[src/rtl/rowgate_pkg.sv]
package rowgate_pkg;

    typedef enum logic [2:0] {
        CMD_NOP  = 3'd0,
        CMD_ACT  = 3'd1,
        CMD_PRE  = 3'd2,
        CMD_PALL = 3'd3,
        CMD_RD   = 3'd4,
        CMD_WR   = 3'd5
    } cmd_e;

    typedef enum logic [1:0] {
        ST_RUN  = 2'd0,
        ST_PGAP = 2'd1,
        ST_AGAP = 2'd2,
        ST_REF  = 2'd3
    } seq_state_e;

endpackage

[src/rtl/rowgate_table.sv]
module rowgate_table #(
    parameter  int BANKS  = 4,
    parameter  int ROW_W  = 14,
    localparam int BANK_W = (BANKS > 1) ? $clog2(BANKS) : 1
) (
    input  logic                          clk,
    input  logic                          rst_n,
    input  logic                          set_en,
    input  logic [BANK_W-1:0]             set_bank,
    input  logic [ROW_W-1:0]              set_row,
    input  logic                          clr_en,
    input  logic [BANK_W-1:0]             clr_bank,
    input  logic                          clr_all,
    input  logic [BANK_W-1:0]             look_bank,
    output logic                          look_valid,
    output logic [ROW_W-1:0]              look_row,
    output logic [BANKS-1:0]              open_vec
);

    typedef struct packed {
        logic [BANKS-1:0]            vld;
        logic [BANKS-1:0][ROW_W-1:0] row;
    } tbl_t;

    tbl_t tbl_q, tbl_d;

    // per-bank next-state slices
    for (genvar g = 0; g < BANKS; g++) begin : g_bank
        always_comb begin
            tbl_d.vld[g] = tbl_q.vld[g];
            tbl_d.row[g] = tbl_q.row[g];
            if (clr_all || (clr_en && clr_bank == BANK_W'(g))) begin
                tbl_d.vld[g] = 1'b0;
            end
            if (set_en && set_bank == BANK_W'(g)) begin
                tbl_d.vld[g] = 1'b1;
                tbl_d.row[g] = set_row;
            end
        end
    end

    always_ff @(posedge clk) begin
        if (!rst_n) begin
            tbl_q <= '0;
        end else begin
            tbl_q <= tbl_d;
        end
    end

    assign look_valid = tbl_q.vld[look_bank];
    assign look_row   = tbl_q.row[look_bank];
    assign open_vec   = tbl_q.vld;


    act_needs_closed_chk: assert property (@(posedge clk) disable iff (!rst_n)
        set_en |-> !tbl_q.vld[set_bank]);


    open_rows_hold_chk: assert property (@(posedge clk) disable iff (!rst_n)
        !(set_en || clr_en || clr_all) |=> $stable(tbl_q.vld));

endmodule

[src/rtl/rowgate_seq.sv]
module rowgate_seq
    import rowgate_pkg::*;
#(
    parameter  int BANKS   = 4,
    parameter  int ROW_W   = 14,
    parameter  int COL_W   = 10,
    parameter  int PRE_GAP = 1,
    parameter  int ACT_GAP = 1,
    parameter  int REF_CYC = 4,
    localparam int BANK_W  = (BANKS > 1) ? $clog2(BANKS) : 1,
    localparam int GAPMAX  = (PRE_GAP > ACT_GAP) ? PRE_GAP : ACT_GAP,
    localparam int CMAX    = (GAPMAX > REF_CYC) ? GAPMAX : REF_CYC,
    localparam int CNT_W   = $clog2(CMAX + 2)
) (
    input  logic              clk,
    input  logic              rst_n,
    input  logic              req_valid,
    input  logic [BANK_W-1:0] req_bank,
    input  logic [ROW_W-1:0]  req_row,
    input  logic [COL_W-1:0]  req_col,
    input  logic              req_write,
    input  logic              req_hint,
    input  logic              refresh_req,
    input  logic              look_valid,
    input  logic [ROW_W-1:0]  look_row,
    output logic [BANK_W-1:0] look_bank,
    output logic              set_en,
    output logic [BANK_W-1:0] set_bank,
    output logic [ROW_W-1:0]  set_row,
    output logic              clr_en,
    output logic [BANK_W-1:0] clr_bank,
    output logic              clr_all,
    output logic              ready,
    output cmd_e              cmd,
    output logic [BANK_W-1:0] cmd_bank,
    output logic [ROW_W-1:0]  cmd_addr
);

    typedef struct packed {
        logic              v;
        logic [BANK_W-1:0] bank;
        logic [ROW_W-1:0]  row;
        logic [COL_W-1:0]  col;
        logic              wr;
        logic              hint;
    } req_t;

    typedef struct packed {
        seq_state_e        st;
        logic [CNT_W-1:0]  cnt;
        logic              rdy;
        req_t              cur;
        req_t              park;
        cmd_e              cmd;
        logic [BANK_W-1:0] cbank;
        logic [ROW_W-1:0]  caddr;
    } seq_t;

    seq_t q, d;
    req_t inc;
    logic hit;

    always_comb begin
        inc.v    = req_valid && q.rdy;
        inc.bank = req_bank;
        inc.row  = req_row;
        inc.col  = req_col;
        inc.wr   = req_write;
        inc.hint = req_hint;
    end

    assign look_bank = q.cur.bank;
    assign hit       = look_valid && (look_row == q.cur.row);

    always_comb begin
        d        = q;
        d.cmd    = CMD_NOP;
        d.cbank  = '0;
        d.caddr  = '0;
        set_en   = 1'b0;
        set_bank = q.cur.bank;
        set_row  = q.cur.row;
        clr_en   = 1'b0;
        clr_bank = q.cur.bank;
        clr_all  = 1'b0;

        unique case (q.st)
            ST_RUN: begin
                if (q.cur.v) begin
                    if (!q.cur.hint || hit) begin
                        d.cmd   = q.cur.wr ? CMD_WR : CMD_RD;
                        d.cbank = q.cur.bank;
                        d.caddr = ROW_W'(q.cur.col);
                        d.cur   = inc;
                    end else begin
                        d.rdy  = 1'b0;
                        d.park = inc;
                        d.cbank = q.cur.bank;
                        if (look_valid) begin
                            d.cmd  = CMD_PRE;
                            clr_en = 1'b1;
                            d.st   = ST_PGAP;
                            d.cnt  = CNT_W'(PRE_GAP);
                        end else begin
                            d.cmd   = CMD_ACT;
                            d.caddr = q.cur.row;
                            set_en  = 1'b1;
                            d.st    = ST_AGAP;
                            d.cnt   = CNT_W'(ACT_GAP);
                        end
                    end
                end else if (refresh_req) begin
                    d.rdy   = 1'b0;
                    d.park  = inc;
                    d.cmd   = CMD_PALL;
                    clr_all = 1'b1;
                    d.st    = ST_REF;
                    d.cnt   = CNT_W'(REF_CYC);
                end else begin
                    d.cur = inc;
                end
            end
            ST_PGAP: begin
                if (q.cnt == '0) begin
                    d.cmd   = CMD_ACT;
                    d.cbank = q.cur.bank;
                    d.caddr = q.cur.row;
                    set_en  = 1'b1;
                    d.st    = ST_AGAP;
                    d.cnt   = CNT_W'(ACT_GAP);
                end else begin
                    d.cnt = q.cnt - 1'b1;
                end
            end
            ST_AGAP: begin
                if (q.cnt == '0) begin
                    d.cmd   = q.cur.wr ? CMD_WR : CMD_RD;
                    d.cbank = q.cur.bank;
                    d.caddr = ROW_W'(q.cur.col);
                    d.rdy   = 1'b1;
                    d.st    = ST_RUN;
                    d.cur   = q.park;
                    d.park  = '0;
                end else begin
                    d.cnt = q.cnt - 1'b1;
                end
            end
            ST_REF: begin
                if (q.cnt == '0) begin
                    d.rdy  = 1'b1;
                    d.st   = ST_RUN;
                    d.cur  = q.park;
                    d.park = '0;
                end else begin
                    d.cnt = q.cnt - 1'b1;
                end
            end
            default: d.st = ST_RUN;
        endcase
    end

    always_ff @(posedge clk) begin
        if (!rst_n) begin
            q     <= '0;
            q.st  <= ST_RUN;
            q.rdy <= 1'b1;
            q.cmd <= CMD_NOP;
        end else begin
            q <= d;
        end
    end

    assign ready    = q.rdy;
    assign cmd      = q.cmd;
    assign cmd_bank = q.cbank;
    assign cmd_addr = q.caddr;


    unflagged_hit_chk: assert property (@(posedge clk) disable iff (!rst_n)
        (q.st == ST_RUN && q.cur.v && !q.cur.hint) |-> hit);


    ready_drop_cmd_chk: assert property (@(posedge clk) disable iff (!rst_n)
        $fell(q.rdy) |-> (q.cmd == CMD_ACT || q.cmd == CMD_PRE || q.cmd == CMD_PALL));


    parked_while_stalled_chk: assert property (@(posedge clk) disable iff (!rst_n)
        q.park.v |-> !q.rdy);


    refresh_when_idle_chk: assert property (@(posedge clk) disable iff (!rst_n)
        clr_all |-> !q.cur.v);

endmodule

[src/rtl/rowgate_top.sv]
module rowgate_top
    import rowgate_pkg::*;
#(
    parameter  int BANKS   = 4,
    parameter  int ROW_W   = 14,
    parameter  int COL_W   = 10,
    parameter  int PRE_GAP = 1,
    parameter  int ACT_GAP = 1,
    parameter  int REF_CYC = 4,
    localparam int BANK_W  = (BANKS > 1) ? $clog2(BANKS) : 1
) (
    input  logic              clk,
    input  logic              rst_n,
    input  logic              req_valid,
    input  logic [BANK_W-1:0] req_bank,
    input  logic [ROW_W-1:0]  req_row,
    input  logic [COL_W-1:0]  req_col,
    input  logic              req_write,
    input  logic              req_hint,
    input  logic              refresh_req,
    output logic              ready,
    output logic [2:0]        cmd_code,
    output logic [BANK_W-1:0] cmd_bank,
    output logic [ROW_W-1:0]  cmd_addr
);

    logic              look_valid;
    logic [ROW_W-1:0]  look_row;
    logic [BANK_W-1:0] look_bank;
    logic              set_en;
    logic [BANK_W-1:0] set_bank;
    logic [ROW_W-1:0]  set_row;
    logic              clr_en;
    logic [BANK_W-1:0] clr_bank;
    logic              clr_all;
    logic [BANKS-1:0]  open_vec;
    cmd_e              cmd_w;

    rowgate_table #(
        .BANKS (BANKS),
        .ROW_W (ROW_W)
    ) u_table (
        .clk        (clk),
        .rst_n      (rst_n),
        .set_en     (set_en),
        .set_bank   (set_bank),
        .set_row    (set_row),
        .clr_en     (clr_en),
        .clr_bank   (clr_bank),
        .clr_all    (clr_all),
        .look_bank  (look_bank),
        .look_valid (look_valid),
        .look_row   (look_row),
        .open_vec   (open_vec)
    );

    rowgate_seq #(
        .BANKS   (BANKS),
        .ROW_W   (ROW_W),
        .COL_W   (COL_W),
        .PRE_GAP (PRE_GAP),
        .ACT_GAP (ACT_GAP),
        .REF_CYC (REF_CYC)
    ) u_seq (
        .clk         (clk),
        .rst_n       (rst_n),
        .req_valid   (req_valid),
        .req_bank    (req_bank),
        .req_row     (req_row),
        .req_col     (req_col),
        .req_write   (req_write),
        .req_hint    (req_hint),
        .refresh_req (refresh_req),
        .look_valid  (look_valid),
        .look_row    (look_row),
        .look_bank   (look_bank),
        .set_en      (set_en),
        .set_bank    (set_bank),
        .set_row     (set_row),
        .clr_en      (clr_en),
        .clr_bank    (clr_bank),
        .clr_all     (clr_all),
        .ready       (ready),
        .cmd         (cmd_w),
        .cmd_bank    (cmd_bank),
        .cmd_addr    (cmd_addr)
    );

    assign cmd_code = cmd_w;


    access_to_open_bank_chk: assert property (@(posedge clk) disable iff (!rst_n)
        (cmd_w == CMD_RD || cmd_w == CMD_WR) |-> open_vec[cmd_bank]);


    all_closed_after_refresh_chk: assert property (@(posedge clk) disable iff (!rst_n)
        (cmd_w == CMD_PALL) |-> (open_vec == '0));


    act_row_recorded_chk: assert property (@(posedge clk) disable iff (!rst_n)
        (cmd_w == CMD_ACT) |-> open_vec[cmd_bank]);

endmodule

[config.mk]
export PLATFORM = sky130hd
export DESIGN_NAME = rowgate_top
export DESIGN_NICKNAME = d
export VERILOG_FILES = /design/src/rtl/rowgate_pkg.sv /design/src/rtl/rowgate_table.sv /design/src/rtl/rowgate_seq.sv /design/src/rtl/rowgate_top.sv
export SDC_FILE = /design/constraint.sdc
export NUM_CORES = 1
export LEC_CHECK = 0
export BUFFER_PORTS_ARGS = -buffer_cell sky130_fd_sc_hd__buf_2
export CORE_ASPECT_RATIO = 0.7
export CORE_UTILIZATION = 25
export DETAILED_ROUTE_END_ITERATION = 6
export HOLD_SLACK_MARGIN = 0.02
export SLEW_MARGIN = 15
export SYNTH_ARGS = -nofsm -noshare
export SYNTH_HDL_FRONTEND = slang
export SYNTH_SLANG_ARGS = --single-unit
[constraint.sdc]
create_clock -name clk -period 6.1 [get_ports clk]
set_clock_uncertainty 0.05 [all_clocks]
set_input_delay 1.22 -clock clk [delete_from_list [all_inputs] [get_ports clk]]
set_output_delay 1.22 -clock clk [all_outputs]
set_load 0.01 [all_outputs]
==> results of run 1 <==
[metrics by stage]
stage               util [%]  std cells  setup WS [ns]  area, sq um
detailed placement      27.2        972           1.84         6810
floorplan                  -        658           2.95         6470
global route            29.7       1000           1.58         7430
CTS                     29.7       1000           1.83         7430
global placement        27.2        972           1.96         6810
finish                  29.7       1000           1.83         7430
[worst max-delay path, delay by kind of cell (launching register included)]
family | cells | cell delay, ns
simple gates | 2 | 1.22
flops | 1 | 1.00
mux | 2 | 0.91
compound gates | 2 | 0.80
xor+xnor | 1 | 0.16
[final cells by class]
| cell class | instances | share of cell area, % |
|---|---|---|
| clock inverter | 10 | 2.56 |
| multi-input combinational | 435 | 42.6 |
| sequential | 143 | 38.5 |
| tap | 325 | 5.47 |
| clock buffer | 18 | 5.78 |
| inverter | 5 | 0.253 |
| timing repair buffer | 64 | 4.75 |
[state kept, by name, indices dropped and copies added, names as in the netlist]
name and flops:
u_seq.cmd 3, u_table.open_vec 4, u_table.tbl_q 56, u_seq.set_row 14, u_seq.ready 1, u_seq.cmd_addr 14
u_seq.clr_bank 2, u_seq.q 47, u_seq.cmd_bank 2
[power groups by stage]
stage | combinational (mW) | sequential [mW] | clock (mW)
floorplan | 0.846 | 1.15 | 0
global placement | 0.983 | 1.26 | 0
detailed placement | 0.989 | 1.26 | 0
CTS | 0.997 | 1.24 | 1.13
global route | 1.09 | 1.26 | 1.16
finish | 1.00 | 1.24 | 1.11
[worst max-delay path by stage]
stage,start,end,slack (ns),depth (start not counted)
2_1_floorplan,refresh_req,u_seq.clr_bank[0],2.95,7
3_3_place_gp,u_seq.clr_bank[0],u_seq.q[42],1.96,7
3_5_place_dp,u_seq.clr_bank[0],u_seq.q[39],1.84,7
4_1_cts,u_seq.clr_bank[0],u_seq.q[39],1.83,7
5_1_grt,u_seq.clr_bank[0],u_seq.q[28],1.58,7
6_report,u_seq.clr_bank[0],u_seq.q[39],1.83,7
[cell usage in the layout, fill, tap and decap left out, types with 3 or more instances in the layout]
cell       netlist  final
clkinv_4         0      3
a22oi_1         27     27
buf_2            7     51
inv_1            4      3
xor2_1           5      5
dfxtp_1        143    143
nand2b_1        32     32
o21ai_1         32     32
mux4_2          12     12
a32o_1          10     10
clkbuf_16        0     17
bufinv_16        0      5
o221a_1          4      4
buf_4           23     13
nor2b_1          3      3
o21a_1           3      3
nor2_1          75     75
nand3_1          3      3
a211oi_1         4      4
a21oi_1          9      8
o41ai_1          3      3
and2_1           9      9
o21ai_0          3      3
xnor2_1          8      8
mux2i_1         92     92
or3_1           27     27
nand2_1         40     40
[routing by layer]
layer	vias up	part of all wire, %
li1	2310	-
met1	2314	52
met2	158	41
met3	12	6.0
met4	0	0.60
met5	-	0
[cell families after synthesis]
kind of cell,share of synthesized area (%)
compound gates,11.8
xor+xnor,1.76
fa+ha+maj,0.387
buf+inv,6.81
flops,44.3
mux,18.4
simple gates,16.5
[synth_stat cells, drive strengths merged, types with 2 or more instances]
master / count
a22oi: 27
nand2: 40
nand4: 3
inv: 4
nor2b: 3
ha: 2
nor3: 4
nor2: 77
and3: 2
buf: 39
or4: 3
xor2: 5
or3: 27
o21a: 3
o21ai: 35
o41ai: 3
mux4: 12
a211oi: 4
o221a: 4
and2: 9
a31oi: 2
xnor2: 8
nand2b: 32
nand3: 3
a32o: 10
mux2i: 92
clkbuf: 36
dfxtp: 143
nor3b: 2
a21oi: 9
o211ai: 2
==> impl_metrics.py, run 1 <==
metrics = {
    "grt": {
        "grt.met3_usage_pct": 3.43,
        "met1_usage_pct": 18.9,
        "overflow": 0,
        "grt_usage_pct": 12.9,
        "grt_max_degree": 51,
        "grt_first_pass_wirelength_microns": 26400,
        "grt_pass1_vias": 4568,
        "grt_util_met2_pct": 18.3,
        "grt_busiest_layer": "met1",
        "antenna_found_initial": 0,
    },
    "synth": {
        "synth-edff-count": 0,
        "syn_area_per_cell_sq_um": 9.83,
        "netlist_area_sq_um": 6470,
        "async_reset_ff_share_pct": 0,
        "yosysTopAreaCellShare_pct": 44.3,
        "ys_ff_latch": 143,
        "synth_warnings": 0,
        "ys_types": 56,
        "yosysSeqAreaShare_pct": 44.3,
        "synth.area.top_cells": "dfxtp_1, mux2i_1, nor2_1, mux4_2, a22oi_1",
        "syn_inst": 658,
        "synthFlopType": "dfxtp_1",
        "yosys.area.top_type": "dfxtp_1",
        "syn-num-nets": 692,
    },
    "route": {
        "dr.pass1.iters": 5,
        "vias": 4794,
        "wl_per_cell_microns": 16.6,
        "via_per_inst": 4.79,
        "drt_iter0_drc": 374,
        "ant_nets": 0,
        "drc": 0,
        "drt-total-wl_microns": 16600,
    },
    "timing": {
        "fin_crit_sh_pct": 70.0,
        "finalSetupViolCount": 0,
        "final-max-slew-violation-count": 0,
        "holdWs_ns": 0.407,
        "fmax_mhz": 234,
        "max_slew_margin_pct": 22.5,
        "tightest_slew_ns": 1.16,
        "grt_setup_unrepaired": "no",
        "tns_ns": 0,
        "hold_violations": 0,
        "min_period_ns": 4.27,
    },
    "power": {
        "p_comb_share_pct": 29.9,
        "power_density_nw_per_um2": 452,
        "clkPwrFrac_pct": 33.1,
        "p_leak_nw": 2.77,
        "vdd_ir_drop_max_mv": 0.265,
        "power.total_mw": 3.36,
        "pwr-share-seq_pct": 37.0,
        "intPower_mw": 2.17,
        "p_sw_share_pct": 35.2,
        "switchingPower_mw": 1.18,
    },
    "worst_setup_path": {
        "endpoint_kind": "flop",
        "crit_arrival_ns": 4.55,
        "critPathMaxStageDelay_ns": 1.00,
        "reg2reg_depth": 7,
        "worst-path-max-fanout": 30,
        "cp_data_required_time_ns": 6.38,
        "r2r-end": "u_seq.q[39]",
        "critical_path_class": "reg -> reg",
        "cp-start-kind": "flop",
        "rrSetupSlack_ns": 1.83,
        "crit_path_top_delay_cell": "dfxtp_1",
        "path_cells": "mux4_2 > xor2_1 > a211oi_1 > nand4_1 > o211a_1 > nor2_4 > mux2i_1",
        "worstReg2RegStart": "u_seq.clr_bank[0]",
    },
    "cells_and_area": {
        "nFillCells": 2561,
        "multi_input_area_sq_um": 3170,
        "area_delta_synth_final_pct": 14.9,
        "drive_gt1_share_pct": 17.2,
        "antenna_cells": 0,
        "seqCellArea_sq_um": 2860,
        "num-nets-final": 700,
    },
    "hold_path": {
        "hold-path-cell-count": 2,
        "holdPathEnd": "u_seq.q[22]",
        "min_from": "u_seq.q[22]",
        "hold_class": "reg -> reg",
    },
    "die": {
        "rows": 48,
        "dieWidth_microns": 194,
        "die-height_microns": 137,
        "coreArea_sq_um": 25000,
        "die_area_sq_um": 26500,
        "floorplan.initialDensity_pct": 25.8,
        "io_pins": 52,
    },
    "cts": {
        "clockBufferDepth": 2,
        "cts-root-buf": "clkbuf_16",
        "cts_buffers": 17,
        "postCtsSetupRepairBufs": 0,
        "htreeDepth": 4,
        "cts_tree": "done",
        "clk_latency_ns": 0.41,
        "clock_sinks": 143,
        "clk_pin_slew_worst_paths_ns": 0.06,
        "cts-resized-gates": 0,
        "postCtsHoldBufs": 0,
    },
    "run_status": {
        "status": "complete, no violations",
    },
    "placement": {
        "port_buffers": 51,
        "gp_congestion": 0.820,
        "place_hpwl_microns": 10900,
    },
    "run": {
        "maxCapViolCount": 0,
    },
}
Power figures use the tool's default switching activity.
==> inputs of run 2 (changes only) <==
--- a/config.mk
+++ b/config.mk
@@ -5,6 +5,7 @@
 export SDC_FILE = /design/constraint.sdc
 export NUM_CORES = 1
 export LEC_CHECK = 0
+export ABC_AREA = 1
 export BUFFER_PORTS_ARGS = -buffer_cell sky130_fd_sc_hd__buf_2
 export CORE_ASPECT_RATIO = 0.7
 export CORE_UTILIZATION = 25
==> constraint.sdc (replaced) <==
create_clock -name clk -period 4.1 [get_ports clk]
set_clock_uncertainty 0.05 [all_clocks]
set_input_delay 0.82 -clock clk [delete_from_list [all_inputs] [get_ports clk]]
set_output_delay 0.82 -clock clk [all_outputs]
set_load 0.01 [all_outputs]
==> run 2 against run 1 <==
Effect of this change: worst hold slack improved by 0.0083 ns; synthesized cell count rose by 58%; via count rose by 34%; worst setup slack got worse by 0.90 ns; first-iteration DRC count rose by 85%; critical path depth rose by 5; die area rose by 6.0%; critical path type unchanged; largest cell class unchanged; highest routed layer unchanged.
==> impl_metrics.py, run 2 <==
metrics = {
    "synth": {
        "synth-compound-area-share_pct": 16.3,
        "yosysTopAreaCellShare_pct": 41.7,
        "synth-xor-area-share_pct": 0.128,
        "yosysSeqAreaShare_pct": 41.7,
        "syn_inst": 1041,
        "netlist_area_sq_um": 6860,
        "synthMuxAreaShare_pct": 0,
        "synth.area.top_cells": "dfxtp_1, nand2_1, o21ai_0, nor2_1, a21oi_1",
        "ys_ff_latch": 143,
        "synth_top_family_by_area": "simple AND/OR/NAND/NOR gates",
        "syn-num-nets": 1075,
        "ys_top_cells_by_count": "nand2_1, dfxtp_1, nor2_1",
        "synth-edff-count": 0,
        "synth_most_common_cell": "nand2_1",
        "synthFlopType": "dfxtp_1",
        "yosys.area.top_type": "dfxtp_1",
        "ys_types": 30,
        "synth-simple-area-share_pct": 29.3,
        "syn_area_per_cell_sq_um": 6.59,
        "async_reset_ff_share_pct": 0,
        "yosys.area_share.adder_pct": 0.365,
        "synth_warnings": 0,
    },
    "cts": {
        "clk_latency_ns": 0.42,
        "cts-root-buf": "clkbuf_16",
        "clk_pin_slew_worst_paths_ns": 0.06,
        "htreeDepth": 4,
        "clockBufferDepth": 2,
        "postCtsSetupRepairBufs": 0,
        "clock_sinks": 143,
        "cts-resized-gates": 0,
        "cts_buffers": 17,
        "postCtsHoldBufs": 0,
        "cts_tree": "done",
    },
    "grt": {
        "grt_pass1_vias": 5796,
        "overflow": 0,
        "grt_max_degree": 52,
        "antenna_found_initial": 0,
        "grt_usage_pct": 13.8,
        "grt_first_pass_wirelength_microns": 30800,
    },
    "cells_and_area": {
        "seqCellArea_sq_um": 2860,
        "largest_reg_flops": 56,
        "layout_commonest_cell": "nand2_1",
        "antenna_cells": 0,
        "nFillCells": 2897,
        "drive_gt1_share_pct": 10.2,
        "num-nets-final": 1075,
        "multi_input_area_sq_um": 3170,
        "regMostFlops": "u_table.tbl_q",
        "post-route-util_pct": 29.1,
        "area_delta_synth_final_pct": 13.9,
        "top_regs": "u_table.tbl_q x56, u_seq.q x47",
        "final_cell_mix": "nand2_1, dfxtp_1, nor2_1",
    },
    "die": {
        "floorplan.initialDensity_pct": 25.6,
        "die_area_sq_um": 28100,
        "rows": 50,
        "io_pins": 52,
        "coreArea_sq_um": 26800,
        "dieWidth_microns": 200,
        "die-height_microns": 141,
    },
    "worst_setup_path": {
        "crit_arrival_ns": 3.43,
        "cp-endpoint": "u_table.tbl_q[55]",
        "r2r-end": "u_table.tbl_q[55]",
        "path_cells": "inv_1 > nor2_1 > nand2_1 > nand4_2 > nor2_2 > nand2_1 > nand2_2 > inv_2 > nor2_2 > inv_1 > nor2_1 > nor2_1",
        "worst-path-max-fanout": 28,
        "cp_common_cell": "nor2_1",
        "startpoint": "u_seq.clr_bank[1]",
        "cp-start-kind": "flop",
        "endpoint_kind": "flop",
        "crit_path_top_delay_cell": "nor2_2",
        "worstReg2RegStart": "u_seq.clr_bank[1]",
        "rrSetupSlack_ns": 0.93,
        "critical_path_class": "reg -> reg",
        "critPathMaxStageDelay_ns": 0.86,
        "reg2reg_depth": 12,
        "cp_data_required_time_ns": 4.36,
    },
    "route": {
        "drt-total-wl_microns": 19000,
        "drt_iter0_drc": 691,
        "via_per_inst": 4.54,
        "dr.pass1.iters": 5,
        "drc": 0,
        "vias": 6437,
        "ant_nets": 0,
        "wl_per_cell_microns": 13.4,
    },
    "timing": {
        "finalSetupViolCount": 0,
        "final-max-slew-violation-count": 0,
        "hold_violations": 0,
        "tightest_slew_ns": 1.09,
        "tns_ns": 0,
        "min_period_ns": 3.17,
        "fin_crit_sh_pct": 77.4,
        "finalWorstSetupSlack_ns": 0.926,
        "grt_setup_unrepaired": "no",
        "fmax_mhz": 315,
        "max_slew_margin_pct": 27.4,
    },
    "hold_path": {
        "hold_class": "reg -> reg",
    },
    "placement": {
        "place_hpwl_microns": 12500,
        "gp_congestion": 0.862,
        "dp_worst_setup_slack_ns": 1.00,
        "port_buffers": 51,
    },
    "run_status": {
        "status": "complete, no violations",
    },
    "power": {
        "power.total_mw": 5.77,
        "power_density_nw_per_um2": 738,
        "vdd_ir_drop_max_mv": 0.360,
        "p_leak_nw": 3.68,
    },
    "run": {
        "maxCapViolCount": 0,
    },
}
[run 2: cell count changes in the layout (fill, tap and decap cells not counted), moves of 12 or more]
cell      before  now
o21ai_0        3  104
o21ai_1       32    6
nor2_1        75  135
nand2b_1      32    0
nand2_1       40  294
a21oi_1        8   87
mux4_2        12    0
or3_1         27    0
nand3_1        3   53
inv_1          3   95
mux2i_1       92    0
a22oi_1       27    2
[run 2: worst min-delay path by stage]
stage               depth (start not counted)              start           endpoint  slack (ns)
finish                                      2  u_table.tbl_q[11]  u_table.tbl_q[11]        0.42
global route                                2  u_table.tbl_q[11]  u_table.tbl_q[11]        0.44
CTS                                         2  u_table.tbl_q[11]  u_table.tbl_q[11]        0.41
detailed placement                          2  u_table.tbl_q[11]  u_table.tbl_q[11]        0.40
global placement                            2        u_seq.q[79]        u_seq.q[79]        0.40
floorplan                                   2  u_table.tbl_q[11]  u_table.tbl_q[11]        0.37
[run 2: final cells by class]
type | count | share of cell area (%)
Multi-Input combinational cell | 718 | 40.5
Sequential cell | 143 | 36.6
Tap cell | 364 | 5.83
Clock buffer | 19 | 5.54
Inverter | 99 | 4.76
Timing Repair Buffer | 62 | 4.32
Clock inverter | 13 | 2.40
[run 2: layer usage]
metal  GRT usage [%]  vias up  part of all wire [%]
met3            2.63       20                   6.6
met4            3.94        0                   1.3
met5               0        -                     0
li1                -     3273                     -
met1            20.8     2934                    51
met2            19.6      210                    41
[run 2: power breakdown]
part / internal [mW] / switching [mW] / leakage (nW)
combinational: 0.659 / 1.56 / 2.22
clock: 1.02 / 0.615 / 0.294
sequential: 1.71 / 0.203 / 1.17
[run 2: critical path, delay by kind of cell, from the launching register on]
family,cells,cell delay [ns]
AND/OR/NAND/NOR,9,1.88
flip-flops,1,0.31
buffers and inverters,3,0.82
[run 2: logic make-up after synthesis]
group                    after synthesis
adder cells (fa/ha/maj)                2
AO/OA/AOI/OAI                        215
XOR/XNOR                               1
flip-flops                           143
AND/OR/NAND/NOR                      500
buffers and inverters                180
[run 2: per-stage QoR]
step	instances	instance area, sq um	hold slack [ns]
2_1_floorplan	1041	6860	0.374
3_3_place_gp	1386	7190	0.401
3_5_place_dp	1386	7190	0.399
4_1_cts	1418	7810	0.407
5_1_grt	1418	7810	0.437
6_report	1418	7810	0.416
==> inputs of run 3 (changes only) <==
==> constraint.sdc (replaced) <==
create_clock -name clk -period 2.8 [get_ports clk]
set_clock_uncertainty 0.05 [all_clocks]
set_input_delay 0.56 -clock clk [delete_from_list [all_inputs] [get_ports clk]]
set_output_delay 0.56 -clock clk [all_outputs]
set_load 0.01 [all_outputs]
==> run 3 against run 2 <==
Effect of this change: non-clock buffer count up 27; sequential share of layout area decreased by 1.3 points; routed wire length grew 1.9%; worst setup slack got worse by 0.77 ns; sequential power is 46% higher; core utilization increased by 1.1 points; worst hold slack got worse by 0.0073 ns; maximum frequency grew 20%; first-iteration DRC count down 27%; combinational power increased by 55%; critical path depth up 3; flip-flop and latch count stayed put; critical path type unchanged; highest routed layer unchanged.
==> impl_metrics.py, run 3 (synthesized netlist as in run 2, its figures left out) <==
metrics = {
    "cts": {
        "clockBufferDepth": 2,
        "clk_latency_ns": 0.42,
        "cts_buffers": 17,
        "postCtsHoldBufs": 0,
        "clock_sinks": 143,
        "cts_tree": "done",
        "clk_pin_slew_worst_paths_ns": 0.06,
        "cts-root-buf": "clkbuf_16",
        "htreeDepth": 4,
    },
    "cells_and_area": {
        "layout_commonest_cell": "nand2_1",
        "antenna_cells": 0,
        "drive_gt1_share_pct": 12.8,
        "num-nets-final": 1102,
        "area_delta_synth_final_pct": 18.1,
        "final_cell_mix": "nand2_1, dfxtp_1, nor2_1",
        "largest_reg_flops": 56,
        "top_regs": "u_table.tbl_q x56, u_seq.q x47",
        "regMostFlops": "u_table.tbl_q",
    },
    "route": {
        "drc": 0,
        "drt_iter0_drc": 506,
        "ant_nets": 0,
        "via_per_inst": 4.52,
        "vias": 6532,
        "dr.pass1.iters": 5,
        "wl_per_cell_microns": 13.4,
        "drt-total-wl_microns": 19400,
    },
    "worst_setup_path": {
        "endpoint_kind": "flop",
        "critical_path_class": "reg -> reg",
        "worst-path-max-fanout": 21,
        "cp_data_required_time_ns": 3.04,
        "crit_arrival_ns": 2.88,
        "cp-start-kind": "flop",
        "reg2reg_depth": 15,
    },
    "grt": {
        "grt_max_degree": 96,
        "antenna_found_initial": 0,
        "grt_usage_pct": 13.9,
        "grt_pass1_vias": 5661,
        "overflow": 0,
        "grt_first_pass_wirelength_microns": 30900,
    },
    "timing": {
        "tns_ns": 0,
        "hold_violations": 0,
        "final-max-slew-violation-count": 0,
        "fin_crit_sh_pct": 94.3,
        "min_period_ns": 2.64,
        "grt_setup_unrepaired": "no",
        "fmax_mhz": 379,
        "max_slew_margin_pct": 42.0,
        "tightest_slew_ns": 0.870,
        "finalSetupViolCount": 0,
    },
    "die": {
        "io_pins": 52,
        "rows": 50,
        "die_area_sq_um": 28100,
        "die-height_microns": 141,
        "coreArea_sq_um": 26800,
        "floorplan.initialDensity_pct": 25.6,
        "dieWidth_microns": 200,
    },
    "power": {
        "p_leak_nw": 3.86,
        "vdd_ir_drop_max_mv": 0.515,
        "power_density_nw_per_um2": 1060,
        "power.total_mw": 8.63,
    },
    "hold_path": {
        "hold_class": "reg -> reg",
        "hold-path-cell-count": 2,
    },
    "run_status": {
        "status": "complete, no violations",
    },
    "run": {
        "maxCapViolCount": 0,
    },
    "placement": {
        "gp_congestion": 0.879,
        "port_buffers": 51,
        "place_hpwl_microns": 13300,
    },
}
[run 3: changes by cell type in the layout (fill, tap and decap cells not counted), moves of 2 or more]
cell / before / now
buf_12: 0 / 6
buf_4: 11 / 32
clkbuf_1: 2 / 0
clkbuf_8: 0 / 3
[run 3: metal layers]
metal  part of all wire (%)  vias to the layer above  track usage [%]
li1                       -                     3321                -
met1                     52                     2996             21.7
met2                     41                      198             19.1
met3                    5.8                       17             2.37
met4                    1.0                        0             3.98
met5                      0                        -                0
[run 3: repair_timing]
item	4_1_cts	5_1_grt
buffers inserted	0	10
endpoints found under the setup margin	0	45
gates resized for setup	0	3
[run 3: final cells by class]
| class | count | area (sq um) |
|---|---|---|
| Clock buffer | 20 | 467 |
| Clock inverter | 12 | 159 |
| Fill cell | 2915 | 18700 |
| Inverter | 99 | 374 |
| Multi-Input combinational cell | 718 | 3170 |
| Sequential cell | 143 | 2860 |
| Tap cell | 364 | 455 |
| Timing Repair Buffer | 89 | 616 |
[run 3: critical path, stage by stage (launching register included)]
cell     delay, ns
dfxtp_1       0.36
buf_4         0.28
nor2_1        0.10
nand2_1       0.10
nand4_2       0.21
nand2_1       0.11
nor2_1        0.04
nand2_1       0.05
nor2_1        0.05
nand2_1       0.14
nand2_2       0.14
nand2_1       0.10
nand2_2       0.16
buf_4         0.21
a21oi_1       0.32
nor2_1        0.09
[run 3: metrics by stage]
stage / area [sq um] / instances / hold slack (ns) / worst slack (ns) / utilization, %
2_1_floorplan: 6860 / 1041 / 0.374 / 0.759 / -
3_3_place_gp: 7380 / 1403 / 0.392 / 0.220 / 27.5
3_5_place_dp: 7380 / 1403 / 0.394 / 0.171 / 27.5
4_1_cts: 8010 / 1435 / 0.402 / 0.147 / 29.8
5_1_grt: 8100 / 1445 / 0.433 / 0.00560 / 30.2
6_report: 8100 / 1445 / 0.408 / 0.159 / 30.2
[run 3: power breakdown]
group / internal [mW] / switching, mW / total, mW / leakage, nW
combinational: 1.11 / 2.33 / 3.44 / 2.39
clock: 1.48 / 0.904 / 2.38 / 0.303
sequential: 2.51 / 0.295 / 2.80 / 1.17
[run 3: final timing paths]
kind / startpoint / endpoint / slack, ns
worst max-delay path: u_seq.clr_bank[0] / u_seq.set_row[2] / 0.16
worst min-delay path: u_table.tbl_q[11] / u_table.tbl_q[11] / 0.41
worst max register to register: u_seq.clr_bank[0] / u_seq.set_row[2] / 0.16
worst min register to register: u_table.tbl_q[11] / u_table.tbl_q[11] / 0.41
